--- src/rtl/stdist_pkg.sv ---
`timescale 1ns/1ps
package stdist_pkg;

  typedef enum logic [1:0] {
    CLS_NONE  = 2'd0,
    CLS_LOW   = 2'd1,
    CLS_HIGH  = 2'd2,
    CLS_OUTER = 2'd3
  } trig_class_e;

  localparam int BR_INNER = 0;
  localparam int BR_OUTER = 1;
  localparam int NUM_BR   = 2;

  // Branch mask for a class: bit BR_INNER, bit BR_OUTER.
  function automatic logic [NUM_BR-1:0] class_targets(input logic [1:0] cls);
    logic [NUM_BR-1:0] m;
    m = '0;
    case (trig_class_e'(cls))
      CLS_LOW:             m[BR_INNER] = 1'b1;
      CLS_HIGH, CLS_OUTER: m = '1;
      default:             m = '0;
    endcase
    return m;
  endfunction

endpackage

--- src/rtl/stdist_veto.sv ---
`timescale 1ns/1ps
module stdist_veto #(
  parameter int LOAD = 99,
  localparam int W = $clog2(LOAD + 2)
) (
  input  logic clk,
  input  logic rst,
  input  logic load,
  output logic active
);

  logic [W-1:0] cnt_q;

  always_ff @(posedge clk) begin
    if (rst) begin
      cnt_q <= '0;
    end else if (load) begin
      cnt_q <= W'(LOAD);
    end else if (cnt_q != '0) begin
      cnt_q <= cnt_q - 1'b1;
    end
  end

  assign active = (cnt_q != '0);

endmodule

--- src/rtl/stdist_route.sv ---
`timescale 1ns/1ps
module stdist_route
  import stdist_pkg::*;
(
  input  logic              stb,
  input  logic [1:0]        cls,
  input  logic [NUM_BR-1:0] busy,
  input  logic              veto,
  output logic              accept,
  output logic              reject,
  output logic [NUM_BR-1:0] fire
);

  logic [NUM_BR-1:0] mask;
  logic              valid;
  logic              blocked;

  always_comb begin
    mask    = class_targets(cls);
    valid   = stb && (mask != '0);
    blocked = veto || ((mask & busy) != '0);
    accept  = valid && !blocked;
    reject  = valid && blocked;
    fire    = accept ? mask : '0;
  end

endmodule

--- src/rtl/stdist_evtrack.sv ---
`timescale 1ns/1ps
module stdist_evtrack #(
  parameter int EVNUM_W = 16,
  parameter int CNT_W   = 16
) (
  input  logic               clk,
  input  logic               rst,
  input  logic               accept,
  input  logic               reject,
  output logic [EVNUM_W-1:0] evnum,
  output logic [CNT_W-1:0]   rej_cnt
);

  logic [EVNUM_W-1:0] ev_q;
  logic [CNT_W-1:0]   rj_q;

  always_ff @(posedge clk) begin
    if (rst) begin
      ev_q <= '0;
      rj_q <= '0;
    end else begin
      if (accept) ev_q <= ev_q + 1'b1;
      if (reject) rj_q <= rj_q + 1'b1;
    end
  end

  assign evnum   = ev_q;
  assign rej_cnt = rj_q;

endmodule

--- src/rtl/split_trig_dist.sv ---
`timescale 1ns/1ps
module split_trig_dist
  import stdist_pkg::*;
#(
  parameter int CLK_PS  = 8000,
  parameter int VETO_NS = 800,
  parameter int EVNUM_W = 16,
  parameter int TAG_W   = 4,
  parameter int CNT_W   = 16
) (
  input  logic               clk,
  input  logic               rst,
  input  logic               req_stb,
  input  logic [1:0]         req_class,
  input  logic               inner_busy,
  input  logic               outer_busy,
  output logic               inner_trig,
  output logic               outer_trig,
  output logic [TAG_W-1:0]   inner_tag,
  output logic [TAG_W-1:0]   outer_tag,
  output logic [EVNUM_W-1:0] evnum,
  output logic [CNT_W-1:0]   reject_cnt
);

  localparam int VETO_RAW = (VETO_NS * 1000 + CLK_PS - 1) / CLK_PS;
  localparam int VETO_CYC = (VETO_RAW < 1) ? 1 : VETO_RAW;

  logic [NUM_BR-1:0] busy_v;
  logic [NUM_BR-1:0] fire;
  logic              accept;
  logic              reject;
  logic              veto;

  logic [NUM_BR-1:0] trig_q;
  logic [TAG_W-1:0]  tag_q [NUM_BR];

  always_comb begin
    busy_v           = '0;
    busy_v[BR_INNER] = inner_busy;
    busy_v[BR_OUTER] = outer_busy;
  end

  stdist_route u_route (
    .stb    (req_stb),
    .cls    (req_class),
    .busy   (busy_v),
    .veto   (veto),
    .accept (accept),
    .reject (reject),
    .fire   (fire)
  );

  stdist_veto #(.LOAD(VETO_CYC - 1)) u_veto (
    .clk    (clk),
    .rst    (rst),
    .load   (accept),
    .active (veto)
  );

  stdist_evtrack #(.EVNUM_W(EVNUM_W), .CNT_W(CNT_W)) u_evtrack (
    .clk     (clk),
    .rst     (rst),
    .accept  (accept),
    .reject  (reject),
    .evnum   (evnum),
    .rej_cnt (reject_cnt)
  );

  // Per-branch pulse and tag registers; the tag takes the number
  // assigned to this event, i.e. the counter value before increment.
  for (genvar b = 0; b < NUM_BR; b++) begin : g_branch
    always_ff @(posedge clk) begin
      if (rst) begin
        trig_q[b] <= 1'b0;
        tag_q[b]  <= '0;
      end else begin
        trig_q[b] <= fire[b];
        if (fire[b]) tag_q[b] <= evnum[TAG_W-1:0];
      end
    end
  end

  assign inner_trig = trig_q[BR_INNER];
  assign outer_trig = trig_q[BR_OUTER];
  assign inner_tag  = tag_q[BR_INNER];
  assign outer_tag  = tag_q[BR_OUTER];

endmodule

--- config.mk ---
export PLATFORM = sky130hd
export DESIGN_NAME = split_trig_dist
export DESIGN_NICKNAME = d
export VERILOG_FILES = /design/src/rtl/stdist_pkg.sv /design/src/rtl/stdist_veto.sv /design/src/rtl/stdist_route.sv /design/src/rtl/stdist_evtrack.sv /design/src/rtl/split_trig_dist.sv
export SDC_FILE = /design/constraint.sdc
export NUM_CORES = 1
export LEC_CHECK = 0
export BUFFER_PORTS_ARGS = -buffer_cell sky130_fd_sc_hd__buf_2
export CORE_ASPECT_RATIO = 1.25
export CORE_MARGIN = 8
export CORE_UTILIZATION = 40
export CTS_CLUSTER_SIZE = 14
export DETAILED_ROUTE_END_ITERATION = 10
export MAX_ROUTING_LAYER = met4
export PLACE_DENSITY = 0.72
export SKIP_CTS_REPAIR_TIMING = 1
export SYNTH_ARGS = -nofsm -noshare
export SYNTH_HDL_FRONTEND = slang
export SYNTH_HIERARCHICAL = 1
export SYNTH_SLANG_ARGS = --single-unit
export TNS_END_PERCENT = 10
--- constraint.sdc ---
create_clock -name clk -period 2.8 [get_ports clk]
set_input_delay 0.28 -clock clk [delete_from_list [all_inputs] [get_ports clk]]
set_output_delay 0.28 -clock clk [all_outputs]
set_load 0.1 [all_outputs]
# After elaboration in Yosys (flattened, before gate mapping)
# Memory sizes are Yosys's and may differ from the RTL's.
# Index checks and enable logic that the tools add are counted.
# totals
memories	1
latchBits	0
register_bits	41
inputBits	7
out_inout_bits	42
mem_bits_rw	8
rom_bits	0
word_cells	43
# memory_table
memory	words	word_bits	rd	rd_ports_with_merged_regs	write_ports	line	rtl
tag_q	2	4	2	0	2	split_trig_dist.sv:35	logic [TAG_W-1:0] tag_q [NUM_BR];
# classes
n_lt_le_gt_ge	0
n_mul	0
n_shift	0
add_sub_neg	3
div_mod_pow	0
n_reduce_logical	12
mux	15
eq_ne	3
bitwise	3
# op_table
cell	n
adder 16 x 1 -> 16 bit (second input constant)	2
2-to-1 mux 7 bit	2
2-to-1 mux 1 bit	10
2-to-1 mux 4 bit	2
nonzero test 7 bit	1
subtractor 7 x 1 -> 7 bit (second input constant)	1
nonzero test 2 bit	3
equality test 2 bit (second input constant)	2
OR reduction 2 bit	2
logical AND 1 bit	3
OR reduction 3 bit	1
AND 2 bit	1
equality test 2 x 1 -> 1 bit (second input constant)	1
2-to-1 mux 2 bit	1
OR 1 bit	2
zero test 1 bit	1
logical OR 1 bit	1

# Longest topological paths before layout
# Gate-level depths: netlist (run 1).
# depth
depth_word	13
mapped_depth	11
depth_no_buf	10

# Modules after synthesis
# The synthesis (run 1) kept the hierarchy.
# by_module_without_submodules
module	cells_each	area_each_um2	seq_area_each_um2	instances
stdist_evtrack	169	1493.9	640.6	1
stdist_veto	42	397.9	140.1	1
split_trig_dist	23	386.6	280.3	1
stdist_route	7	56.3	0.0	1

# Least setup slack after synthesis (run 1)
# No wires, ideal clock.
# synth_path
path_kind	reg-to-reg
start	reg u_veto.cnt_q[0]
end	reg u_evtrack.ev_q[12], in the netlist u_evtrack/evnum[12]
stages_incl_launch_ff	12
arrival_time_ns	2.487
period_less_slack_ns	2.615
n_path_buf	1
setup_ns	0.128
setup_slack_ns	0.185
t_required_ns	2.672
path_cell_list	dfxtp_1 inv_1 ha_1 nor2b_1 nand2_1 nor2_2 o2111a_1 buf_4 nand4_1 or4_4 xnor2_1 nor2b_1
# synth_via
elab_chain_len	4
# synth_rtl
element	line	rtl
start: declaration	stdist_veto.sv:12	logic [W-1:0] cnt_q;
start signal: assignment	stdist_veto.sv:18	cnt_q <= W'(LOAD);
start signal: assignment	stdist_veto.sv:20	cnt_q <= cnt_q - 1'b1;
nonzero test 7 bit	stdist_veto.sv:24	assign active = (cnt_q != '0);
named net veto	split_trig_dist.sv:32	logic veto;
logical OR 1 bit	stdist_route.sv:21	blocked = veto || ((mask & busy) != '0);
zero test 1 bit	stdist_route.sv:22	accept = valid && !blocked;
logical AND 1 bit	stdist_route.sv:22	
named net accept	split_trig_dist.sv:30	logic accept;
end signal: assignment	stdist_evtrack.sv:22	if (accept) ev_q <= ev_q + 1'b1;
end: declaration	stdist_evtrack.sv:14	logic [EVNUM_W-1:0] ev_q;
# The timed path passes the listed nets, and every way through them passes these cells.
# A chain may end at the register's enable or synchronous reset.

# Worst setup path in the final report (run 1)
# layout_path
start	reg u_veto.cnt_q[0]
end	reg u_evtrack.rj_q[15], in the netlist u_evtrack/rej_cnt[15]
# layout_via
elab_chain_len	3
# layout_rtl
element	line	rtl
nonzero test 7 bit	stdist_veto.sv:24	
named net veto	split_trig_dist.sv:32	
logical OR 1 bit	stdist_route.sv:21	
logical AND 1 bit	stdist_route.sv:23	reject = valid && blocked;
named net reject	split_trig_dist.sv:31	logic reject;
end signal: assignment	stdist_evtrack.sv:23	if (reject) rj_q <= rj_q + 1'b1;
end: declaration	stdist_evtrack.sv:15	logic [CNT_W-1:0] rj_q;
# The timed path passes the listed nets, and every way through them passes these cells.

==> impl_metrics.tcl, run 1 <==
set metrics [dict create \
    setup_viol 0 \
    synth_cell_types 50 \
    ys_seq_area_share_pct 45.44 \
    yosys.area_share.simple_pct 29.80 \
    crit_type "register to register" \
    r2r-start "u_veto/cnt_q[0]$_SDFFE_PP0P_" \
    r2r-end "u_evtrack/rej_cnt[15]$_SDFFE_PP0P_" \
    dp_cells 352 \
    syn2layout_area_growth_pct 17.31 \
    synth_top_flop_cell "dfxtp_1" \
    syn-instance-count 241 \
    intPower_w 0.001191 \
    antenna_found_initial 0 \
    drc_errors 0 \
    grt_max_degree 32 \
    synthAdderAreaFrac_pct 2.144 \
    tightest_slew_ns 0.5762 \
    ant_nets 0 \
    rows 31 \
    die_w_um 84.34 \
    rsz0062_at_grt "no" \
    worst_skew_pair.late_latency_ns 0.30 \
    dieArea_mm2 0.008553 \
    p_comb_share_pct 31.2 \
    wl_um 5294 \
    finalHoldViolCount 0 \
    leakagePower_nw 1.199 \
    avgRoutedWirePerCell_um 14.71 \
    crit_arrival_ns 2.72 \
    p_sw_w 0.0006429 \
    ios 49 \
    reg2regPathDepth 10 \
    initial_core_util_pct 40.95 \
    cts_htree_levels 2 \
    timing.fmax_mhz 395.4 \
    power_w 0.001834 \
    synth-edff-count 8 \
    grt_overflow_total 0 \
    path_clk_slew_ns 0.09 \
    clkPwrFrac_pct 23.2 \
    place_ws_ns 0.2955 \
    worstPathRequired_ns 2.99 \
    whs_endpoint "inner_trig$_SDFF_PP0_" \
    grt_usage_pct 13.08 \
    pwr-share-seq_pct 45.6 \
    setup_slack_ns 0.2708 \
    viasPerCell 5.278 \
    finalNonFillerCells 360 \
    yosys_warnings 6 \
    dp_hpwl_um 3959 \
    cts_buffers 5 \
    firstDrtPassIters 4 \
    clock_tree.buffer_depth 2 \
    cp-end-kind "register" \
    synth_compound_area_share_pct 7.449 \
    cts_tree "built" \
    yosys_register_bits 49 \
    status "complete, no violations" \
    grt_pass1_wl_um 8942 \
    drtIter0Drc 87 \
    min_period_over_period_pct 90.33 \
    syn_nets 252 \
    port_buffers 48 \
    hold_path_depth 3 \
    synth_top_family_by_area "simple AND/OR/NAND/NOR gates" \
    post_route_cells_drive_above_1_share_pct 26.19 \
    path_max_fanout 5 \
    slew_viol_final 0 \
    antenna_cells 0 \
    cts_root_buf "clkbuf_8" \
    syn_avg_cell_area_um2 9.688 \
    crit_path_start_kind "register" \
    async_flop_share_pct 0 \
    power_density_mw_per_mm2 669.5 \
    finalClockSkew_ns 0.007915 \
    max_slew_margin_pct 61.58 \
    vias 1900 \
    final.setup.tns_ns 0 \
    worstHoldPathType "input port to register" \
    fin_crit_ns 2.529 \
    layout_common_cells "48 x buf_2, 41 x dfxtp_1, 37 x nor2_1" \
    swShare_pct 35.06 \
    core-area_mm2 0.005702 \
    cts_sinks 49 \
    final_common_cell "buf_2" \
    syn_area_mm2 0.002335 \
    synth_mux_area_share_pct 3.269 \
    synthXorXnorAreaFrac_pct 8.628 \
    vdd_drop_max_mv 0.2679 \
    nNetsFinal 304 \
    min_from "req_stb" \
    rrSetupSlack_ns 0.27 \
    dieHeight_um 101.4 \
    gp_congestion 0.7822 \
    grt_pass1_vias 1899 \
    drv_cap 0 \
]
cell type report:
class / count / area [µm²]
fill: 556 / 2963
multi-input combinational: 176 / 1197
sequential: 49 / 1061
timing repair buffer: 53 / 277.8
clock buffer: 8 / 90.09
tap: 66 / 82.58
inverter: 8 / 30.03
Yosys cell counts, types with 3 or more instances:
master    instances  area share (%)
nor2b_1           9             2.4
a21oi_1           5             1.1
inv_1             8             1.3
nor3_1            6             1.3
nand2_1          11             1.8
xnor2_1           9             3.4
nor2_1           37             5.9
xor2_1           14             5.3
and3b_1           8             3.0
and4_1            5             1.9
ha_1              4             2.1
nand4_1          12             3.2
mux2_2            5             2.4
nand2b_1          3            0.80
edfxtp_1          8              10
a31o_2            3             1.1
dfxtp_1          41              35
nand3_1           9             1.9
and3_1            3            0.80
flip-flops by register name (all words and copies together) (netlist names):
| name | cells |
|---|---|
| inner_trig | 1 |
| u_evtrack/rej_cnt | 16 |
| outer_trig | 1 |
| u_veto/cnt_q | 7 |
| u_evtrack/evnum | 16 |
| tag_q | 8 |
power by group through the flow:
stage	sequential (W)	clock, W	combinational [W]
finish	0.000835	0.000426	0.000573
global route	0.000847	0.000467	0.000627
CTS	0.000836	0.000442	0.000573
detailed placement	0.000853	0	0.000569
global placement	0.000848	0	0.000556
floorplan	0.000959	0	0.000344
stage by stage:
step	instance area [µm²]	hold slack [ns]	util, %
2_1_floorplan	2335	0.3489	-
3_3_place_gp	2649	0.4947	46.46
3_5_place_dp	2649	0.5225	46.46
4_1_cts	2739	0.4405	48.04
5_1_grt	2739	0.4389	48.04
6_report	2739	0.4537	48.04
worst max-delay path by stage:
stage / from / endpoint / cells past startpoint
2_1_floorplan: u_veto/cnt_q[0]$_SDFFE_PP0P_ / u_evtrack/evnum[12]$_SDFFE_PP0P_ / 11
3_3_place_gp: u_veto/cnt_q[0]$_SDFFE_PP0P_ / u_evtrack/evnum[12]$_SDFFE_PP0P_ / 10
3_5_place_dp: u_veto/cnt_q[0]$_SDFFE_PP0P_ / u_evtrack/rej_cnt[15]$_SDFFE_PP0P_ / 10
4_1_cts: u_veto/cnt_q[0]$_SDFFE_PP0P_ / u_evtrack/rej_cnt[15]$_SDFFE_PP0P_ / 10
5_1_grt: u_veto/cnt_q[0]$_SDFFE_PP0P_ / u_evtrack/rej_cnt[15]$_SDFFE_PP0P_ / 10
6_report: u_veto/cnt_q[0]$_SDFFE_PP0P_ / u_evtrack/rej_cnt[15]$_SDFFE_PP0P_ / 10
worst max-delay path, stage by stage (launching register included):
cell and delay [ns]:
dfxtp_1 0.35, inv_1 0.10, ha_1 0.23, nor2b_1 0.17, nand2_1 0.10, o22ai_1 0.08
a21boi_1 0.26, nand4_2 0.19, nor4_2 0.38, and3_1 0.22, mux2_2 0.33
logic make-up after synthesis:
| family | Yosys count |
|---|---|
| xor gates and xnor gates | 23 |
| muxes | 7 |
| AOI/OAI and AO/OA | 22 |
| adders and majority gates | 4 |
| DFF | 49 |
| buffers and inverters | 16 |
| and+or+nand+nor | 120 |
metal layers:
metal  vias to the layer above  GRT usage [%]  wire [µm]
li1                        955              -          -
met1                       885          14.64       2283
met2                        50          21.13       2589
met3                        10          3.379        272
met4                         0          6.806        148
met5                         -              -          0
No activity file was read; power rests on OpenSTA's default activity.
==> run 2, diff against run 1 <==
- CORE_ASPECT_RATIO: 1.25 -> unset
- CORE_UTILIZATION: 40 -> 35
- CTS_CLUSTER_DIAMETER: unset -> 120
- PLACE_DENSITY: 0.72 -> 0.66
==> run 2 against run 1 <==
  * Register-to-register slack worse by 0.02 ns
  * Final cell count up 3.1%
  * Die area up 12%
  * Non-clock buffer count unchanged
  * Utilization down 5.0 points
  * Clock-buffer cell count unchanged
  * Sequential share of layout area down 0.18 points
  * Combinational power about the same
  * Flip-flop and latch count unchanged
  * Highest routed layer unchanged
==> impl_metrics.tcl, run 2 (same netlist as run 1, synthesis figures left out) <==
set metrics [dict create \
    grt_overflow_total 0 \
    rsz0062_at_grt "no" \
    dieHeight_um 97.68 \
    cts_sinks 49 \
    viasPerCell 5.124 \
    slew_viol_final 0 \
    finalHoldViolCount 0 \
    cts_htree_levels 2 \
    grt_use_met3_pct 2.703 \
    vdd_drop_max_mv 0.2799 \
    die_w_um 97.68 \
    finalNonFillerCells 371 \
    power_density_mw_per_mm2 655.7 \
    nNetsFinal 304 \
    antenna_found_initial 0 \
    worstHoldPathType "input port to register" \
    met1_usage_pct 13.30 \
    layout_common_cells "48 x buf_2, 41 x dfxtp_1, 37 x nor2_1" \
    status "complete, no violations" \
    grt_pass1_vias 1909 \
    grt_max_degree 22 \
    dp_hpwl_um 3922 \
    crit_path_start_kind "register" \
    finalClockSkew_ns 0.006749 \
    drv_cap 0 \
    vias 1901 \
    dp_cells 363 \
    crit_type "register to register" \
    rrSetupSlack_ns 0.25 \
    post_route_cells_drive_above_1_share_pct 26.53 \
    grt_usage_pct 11.67 \
    power_w 0.001804 \
    wl_um 5274 \
    final_common_cell "buf_2" \
    cts_buffers 5 \
    grt-busiest-layer "met2" \
    worstPathRequired_ns 2.99 \
    antenna_cells 0 \
    tightest_slew_ns 0.4963 \
    setup_viol 0 \
    cp-end-kind "register" \
    crit_arrival_ns 2.74 \
    gp_congestion 0.8104 \
    rows 29 \
    initial_core_util_pct 36.56 \
    worst_skew_pair.late_latency_ns 0.29 \
    seqCellArea_mm2 0.001061 \
    path_max_fanout 5 \
    port_buffers 48 \
    firstDrtPassIters 4 \
    grt_use_met2_pct 18.68 \
    cts_root_buf "clkbuf_8" \
    multi_input_area_mm2 0.001206 \
    final.setup.tns_ns 0 \
    timing.fmax_mhz 391.6 \
    max_slew_margin_pct 67.14 \
    core-area_mm2 0.006386 \
    clock_tree.buffer_depth 2 \
    syn2layout_area_growth_pct 17.85 \
    ios 49 \
    cts_tree "built" \
    min_period_over_period_pct 91.20 \
    fillers 653 \
    path_clk_slew_ns 0.08 \
    drtIter0Drc 94 \
    drc_errors 0 \
    grt_pass1_wl_um 9149 \
    leakagePower_nw 1.194 \
    dieArea_mm2 0.009540 \
    fin_crit_ns 2.554 \
    whs_ns 0.3367 \
    avgRoutedWirePerCell_um 14.22 \
    ant_nets 0 \
    final_util_pct 43.08 \
]
==> run 2: worst max-delay path, cell delays in order, from the launching register on <==
cell	delay [ns]
dfxtp_1	0.35
inv_1	0.10
ha_1	0.23
nor2b_2	0.18
nand2_1	0.09
o22ai_1	0.08
a21boi_1	0.28
nand4_2	0.18
nor4_2	0.41
and3_1	0.22
mux2_2	0.32
==> run 2: final timing paths <==
path,start,cells after the start,end
min reg2reg,u_evtrack/rej_cnt[5]$_SDFFE_PP0P_,2,u_evtrack/rej_cnt[5]$_SDFFE_PP0P_
max,u_veto/cnt_q[0]$_SDFFE_PP0P_,10,u_evtrack/rej_cnt[15]$_SDFFE_PP0P_
min,rst,2,u_evtrack/evnum[2]$_SDFFE_PP0P_
max reg2reg,u_veto/cnt_q[0]$_SDFFE_PP0P_,10,u_evtrack/rej_cnt[15]$_SDFFE_PP0P_
==> run 2: where the power goes <==
group / leakage, nW / switching, W / total, W / internal, W
clock network: 0.0395 / 0.000216 / 0.000394 / 0.000178
registers: 0.415 / 0.0000620 / 0.000836 / 0.000774
logic: 0.740 / 0.000357 / 0.000574 / 0.000217
total: 1.19 / 0.000635 / 0.00180 / 0.00117
==> run 2: per-layer routing <==
metal | vias up | wire, µm
met4 | 0 | 72
met1 | 899 | 2444
met2 | 36 | 2512
met5 | - | 0
li1 | 962 | -
met3 | 4 | 245
==> run 2: stage by stage <==
stage,worst slack [ns],area [µm²]
floorplan,0.1853,2335
global placement,0.3356,2663
detailed placement,0.2914,2663
CTS,0.2675,2743
global route,0.03745,2751
finish,0.2464,2751
==> run 2: area by class of cell <==
type,count,share of cell area [%]
clock buffer,8,2.910
inverter,8,1.091
multi-input combinational,176,43.84
sequential,49,38.56
tap,77,3.502
timing repair buffer,53,10.10
